--- src/rtl/ahb_wait_retry_gen.sv ---
module ahb_wait_retry_gen #(
  parameter int ADDR_W    = 32,
  parameter int WAIT_LSB  = 8,
  parameter int WAIT_W    = 4,
  parameter int RETRY_LSB = 12,
  parameter int RETRY_W   = 2
) (
  input  logic              clk,
  input  logic              rst_n,
  input  logic              addr_valid,
  input  logic              hready_in,
  input  logic [ADDR_W-1:0] haddr,
  output logic              hready_out,
  output logic [1:0]        hresp,
  output logic              done
);

  localparam logic [1:0] RSP_OKAY  = 2'b00;
  localparam logic [1:0] RSP_RETRY = 2'b10;
  localparam logic [WAIT_W-1:0]  WAIT_ONE   = WAIT_W'(1);
  localparam logic [RETRY_W-1:0] RETRY_ZERO = '0;

  logic              in_data;
  logic [WAIT_W-1:0] wait_cnt;
  logic [RETRY_W-1:0] retry_cnt;
  logic [ADDR_W-1:0] last_addr;

  wire               take      = addr_valid & hready_in;
  wire [WAIT_W-1:0]  wait_fld  = haddr[WAIT_LSB +: WAIT_W];
  wire [RETRY_W-1:0] retry_fld = haddr[RETRY_LSB +: RETRY_W];
  wire               finish    = in_data && (wait_cnt == '0);
  wire               retrying  = retry_cnt != RETRY_ZERO;

  always_ff @(posedge clk or negedge rst_n) begin
    if (!rst_n) begin
      in_data   <= 1'b0;
      wait_cnt  <= '0;
      retry_cnt <= '0;
      last_addr <= '0;
    end else begin
      if (in_data && wait_cnt != '0) wait_cnt <= wait_cnt - WAIT_ONE;
      if (finish) begin
        in_data <= 1'b0;
        if (retrying) retry_cnt <= retry_cnt - RETRY_W'(1);
      end
      if (take) begin
        in_data  <= 1'b1;
        wait_cnt <= wait_fld;
        if (haddr != last_addr) begin
          last_addr <= haddr;
          retry_cnt <= (wait_fld != '0) ? retry_fld : RETRY_ZERO;
        end
      end
    end
  end

  assign hready_out = !(in_data && wait_cnt != '0);
  assign hresp      = (in_data && retrying && wait_cnt <= WAIT_ONE) ? RSP_RETRY : RSP_OKAY;
  assign done       = finish && !retrying;

  p_legal_code_r10: assert property (@(posedge clk) disable iff (!rst_n)
    hresp == RSP_OKAY || hresp == RSP_RETRY);

  p_retry_second_r6: assert property (@(posedge clk) disable iff (!rst_n)
    (hresp == RSP_RETRY && !hready_out) |=> (hresp == RSP_RETRY && hready_out));

  p_retry_first_r6: assert property (@(posedge clk) disable iff (!rst_n)
    (hresp == RSP_RETRY && hready_out) |-> $past(hresp == RSP_RETRY && !hready_out));

  p_retry_last_low_r6: assert property (@(posedge clk) disable iff (!rst_n)
    (hresp == RSP_RETRY && !hready_out) |-> wait_cnt == WAIT_ONE);

  p_done_okay_r8: assert property (@(posedge clk) disable iff (!rst_n)
    done |-> (hready_out && hresp == RSP_OKAY));

  p_no_retry_nowait_r5: assert property (@(posedge clk) disable iff (!rst_n)
    ($rose(in_data) && wait_cnt == '0) |-> !retrying);

endmodule

--- config.mk ---
export PLATFORM = sky130hd
export DESIGN_NAME = ahb_wait_retry_gen
export DESIGN_NICKNAME = d
export VERILOG_FILES = /design/src/rtl/ahb_wait_retry_gen.sv
export SDC_FILE = /design/constraint.sdc
export NUM_CORES = 1
export LEC_CHECK = 0
export ABC_AREA = 0
export BUFFER_PORTS_ARGS = -buffer_cell sky130_fd_sc_hd__clkbuf_2
export CORE_ASPECT_RATIO = 0.75
export CORE_UTILIZATION = 59
export CTS_CLUSTER_DIAMETER = 30
export DETAILED_ROUTE_END_ITERATION = 12
export PLACE_DENSITY = 0.86
export SLEW_MARGIN = 10
export SYNTH_ARGS = -nofsm -noshare
export SYNTH_HDL_FRONTEND = slang
export SYNTH_SLANG_ARGS = --single-unit
--- constraint.sdc ---
create_clock -name clk -period 5.35 [get_ports clk]
set_clock_uncertainty 0.1 [all_clocks]
set_input_delay 0 -clock clk [delete_from_list [all_inputs] [get_ports clk]]
set_output_delay 0 -clock clk [all_outputs]
set_load 0.01 [all_outputs]
# Word level (Yosys, flattened, before mapping)
# Index checks and enable logic that the tools add are counted.
[word_totals]
inputBits = 36
word_cells = 33
reg_bits = 39
output_inout_bits = 4
[op_classes]
n_eq_ne = 1
muxes = 10
order_cmp = 1
bitwise = 1
n_reduce_logical = 14
n_addsub = 2
[op_table]
columns = ["operator", "count"]
rows = [
  ["32-bit != test", 1],
  ["2-bit two-way mux", 6],
  ["4-bit two-way mux", 2],
  ["4-bit nonzero test", 2],
  ["2-bit nonzero test", 3],
  ["1-bit logical AND", 5],
  ["4-bit by 1-bit <= comparator with 1-bit output, second input constant", 1],
  ["4-bit logical NOT", 1],
  ["4-bit by 1-bit subtractor with 4-bit output, second input constant", 1],
  ["1-bit logical NOT", 2],
  ["1-bit two-way mux", 2],
  ["2-bit AND reduction", 1],
  ["2-bit by 1-bit subtractor with 2-bit output, second input constant", 1],
  ["1-bit bitwise AND", 1],
]

# Depth between registers and ports, before layout
[depth]
word_depth = 5
ltp_mapped = 7

# Least setup slack after synthesis
# No wires, ideal clock.
[synth_timing]
kind = "reg-to-reg"
from = "register last_addr[16]"
to = "register last_addr[10]"
setup_time_ns = 0.125
path_buffers = 1
arrival_ns = 1.583
required_time_ns = 5.125
path_slack_ns = 3.542
stages_incl_launch_ff = 7
cell_sequence = "dfrtp_1 > xnor2_1 > nand4_1 > nor4_1 > a21oi_2 > buf_6 > mux2_4"
[synth_between]
elab_chain_cells = 2
[synth_lines]
columns = ["item", "line_no", "source"]
rows = [
  ["start: declaration", "26", "logic [ADDR_W-1:0] last_addr;"],
  ["start signal: assignment", "50", "last_addr <= haddr;"],
  ["32-bit != test", "49", "if (haddr != last_addr) begin"],
  ["2-bit AND reduction (no source line)", "--", ""],
]
# No other way between the ends.
# A chain may end at the register's enable or synchronous reset.

# Worst setup path in the final report
[layout_timing]
from = "register last_addr[0]"
to = "register last_addr[27]"
# Same word-level chain as after synthesis.

==> impl_metrics.json <==
{
  "crit_slowest_cell": "nor4_1",
  "htreeDepth": 2,
  "crit_type": "flop to flop",
  "placed_cells": 231,
  "fin_util_pct": 81.01,
  "clk_pin_slew_ns": 0.07,
  "antenna_found_initial": 0,
  "routabilityCongestion": 0.7841,
  "dpl_worst_slack_ns": 2.857,
  "layout_worst_path_cycle_share_pct": 49.95,
  "rsz0062_at_grt": "no",
  "drt-vias-per-instance": 5.404,
  "status": "finished, violations left",
  "grt_overflow": 0,
  "cts_root_buf": "clkbuf_8",
  "syn_area_per_cell_um2": 13.24,
  "postSynthCellCount": 157,
  "path_cells": "xnor2_1 > nand4_1 > nor4_1 > a21oi_4 > buf_4 > mux2_4",
  "cts_tree": "done",
  "path_max_fanout": 20,
  "synthDistinctLibCells": 25,
  "leakagePower_nw": 1.203,
  "grt_pass1_wl_um": 7369,
  "first_global_vias": 1528,
  "power_density_nw_per_um2": 329.7,
  "relSlewSlack_pct": 37.18,
  "slew_viol_final": 0,
  "final_layout_size_suffix_gt1_share_pct": 34.91,
  "setup_ws_ns": 2.677,
  "yosysTopAreaCell": "dfrtp_1",
  "synth_warnings": 0,
  "drt_first_iter_violations": 134,
  "crit_required_ns": 5.41,
  "cap_violations": 0,
  "setup_viol": 0,
  "fin_crit_ns": 2.673,
  "grt.total_usage_pct": 27.14,
  "wl_per_cell_um": 16.87,
  "wl_um": 4589,
  "arrival_ns": 2.74,
  "final_net_count": 270,
  "io_pins": 40,
  "cpLargestDelayFamily": "simple AND/OR/NAND/NOR gates",
  "syn_nets": 196,
  "violations": "design-rule violations",
  "fill_cells": 178,
  "max_freq_mhz": 374.2,
  "fin_tns_setup_ns": 0,
  "final_antenna_net_count": 0,
  "design.core.area_um2": 3333,
  "worstHoldPathType": "input pin to flop",
  "port_buffers": 38,
  "clock_path_buffers": 2,
  "cts-buffers-inserted": 5,
  "n_antenna_cell": 0,
  "die_area_um2": 3766,
  "syn-cell-area_um2": 2078,
  "initial_core_util_pct": 62.35,
  "placedInstanceArea_um2": 2288,
  "tightest_slew_ns": 0.9423,
  "die_y_um": 53.40,
  "grt_max_degree": 40,
  "drc": 10,
  "slowest_delay_ns": 0.68,
  "synth_edf_count": 0,
  "ys_top_cells_by_count": "dfrtp_1, xnor2_1, mux2_4",
  "ys_seq_area_share_pct": 46.96,
  "clk-insertion-delay-late_ns": 0.28,
  "clock_sinks": 39,
  "synthArstFlopShare_pct": 100.0,
  "die_x_um": 70.53,
  "worstSetupStartpointType": "flop",
  "ys_ff_latch": 39,
  "peakVddDrop_mv": 0.1642,
  "row_count": 18,
  "synth.most_common_cell": "dfrtp_1",
  "synth_top_area_share_pct": 46.96,
  "critPathCaptureType": "flop",
  "area_growth_pct": 29.92,
  "synth-main-ff-cell": "dfrtp_1",
  "path_buf_inv": 1,
  "fin_cells": 272,
  "finalHoldViolCount": 0,
  "first_pass_iters": 8,
  "final_area_um2": 2700,
  "dp_hpwl_um": 2813,
  "ys_top_cells_by_area": "dfrtp_1, mux2_4, xnor2_1, mux2_2, nand4_1",
  "dr_total_vias": 1470
}
registers in the layout (all words and copies together), names as in the netlist:
| signal | cells |
|---|---|
| in_data | 1 |
| wait_cnt | 4 |
| last_addr | 32 |
| retry_cnt | 2 |
worst paths after layout:
path / from / cells past startpoint / end / slack (ns)
hold reg to reg: last_addr[25] / 1 / last_addr[25] / 0.43
max in group asynchronous: rst_n / 2 / last_addr[24] / 4.28
setup / recovery: last_addr[0] / 6 / last_addr[27] / 2.68
min in group asynchronous: rst_n / 2 / last_addr[2] / 0.29
hold / removal: addr_valid / 3 / in_data / 0.13
setup reg to reg: last_addr[0] / 6 / last_addr[27] / 2.68
layer usage:
layer  track usage, %  wire, µm
met1            31.35      1975
met2            50.16      2393
met3            6.286       183
met4            10.33        37
met5                0         0
what timing repair did:
action,4_1_cts,5_1_grt
buffers inserted,0,0
hold buffers,33,0
resized for setup,0,0
endpoints found under the hold margin,77,0
cell type report:
cell class	instances	area, µm²	area share, %
inverters	3	11.26	0.4171
well taps	40	50.05	1.854
clock buffers	7	76.32	2.827
repair buffers	72	528.0	19.56
clock inverters	1	5.005	0.1854
flip-flops and latches	39	975.9	36.14
multi-input cells	110	1054	39.02
stage by stage:
stage	power [mW]	hold slack, ns
floorplan	0.5998	-0.3956
global placement	0.6504	0.06462
detailed placement	0.6729	0.08410
CTS	0.8778	0.08430
global route	0.9401	0.1344
finish	0.8901	0.1295
kinds of logic after synthesis:
logic type | share of synthesized area, %
XOR/XNOR | 15.11
other | 0.1804
multiplexers | 23.90
AO/OA/AOI/OAI | 2.649
adder cells (fa/ha/maj) | 1.806
buffers and inverters | 2.709
AND/OR/NAND/NOR | 6.683
flip-flops | 46.96
placed cells by master, fill, tap and decap left out:
cell	n
inv_1	3
mux2_4	28
nand3_1	1
nor2_1	6
buf_4	1
xnor2_1	34
nor3_1	1
o21ai_0	2
nand4_1	8
nor3b_1	1
clkbuf_8	5
a21oi_4	1
clkbuf_1	2
a21bo_2	1
or4_1	1
a21oi_1	4
mux2_2	5
clkbuf_2	38
dfrtp_1	39
ha_1	3
o22ai_1	1
clkinv_2	1
conb_1	1
nor4_1	3
dlygate4sd3_1	33
xnor2_2	1
mux2i_1	2
nand2_1	6
worst min-delay path, cell delays in order:
cell      delay, ns
clkbuf_2       0.08
nand2_1        0.25
nand2_1        0.15
where the power goes:
group | switching (mW) | internal [mW] | leakage (nW)
Sequential | 0.0538 | 0.356 | 0.454
Clock | 0.0934 | 0.0914 | 0.0422
Combinational | 0.131 | 0.165 | 0.706
Total | 0.278 | 0.612 | 1.20
(Power assumes the default switching activity.)
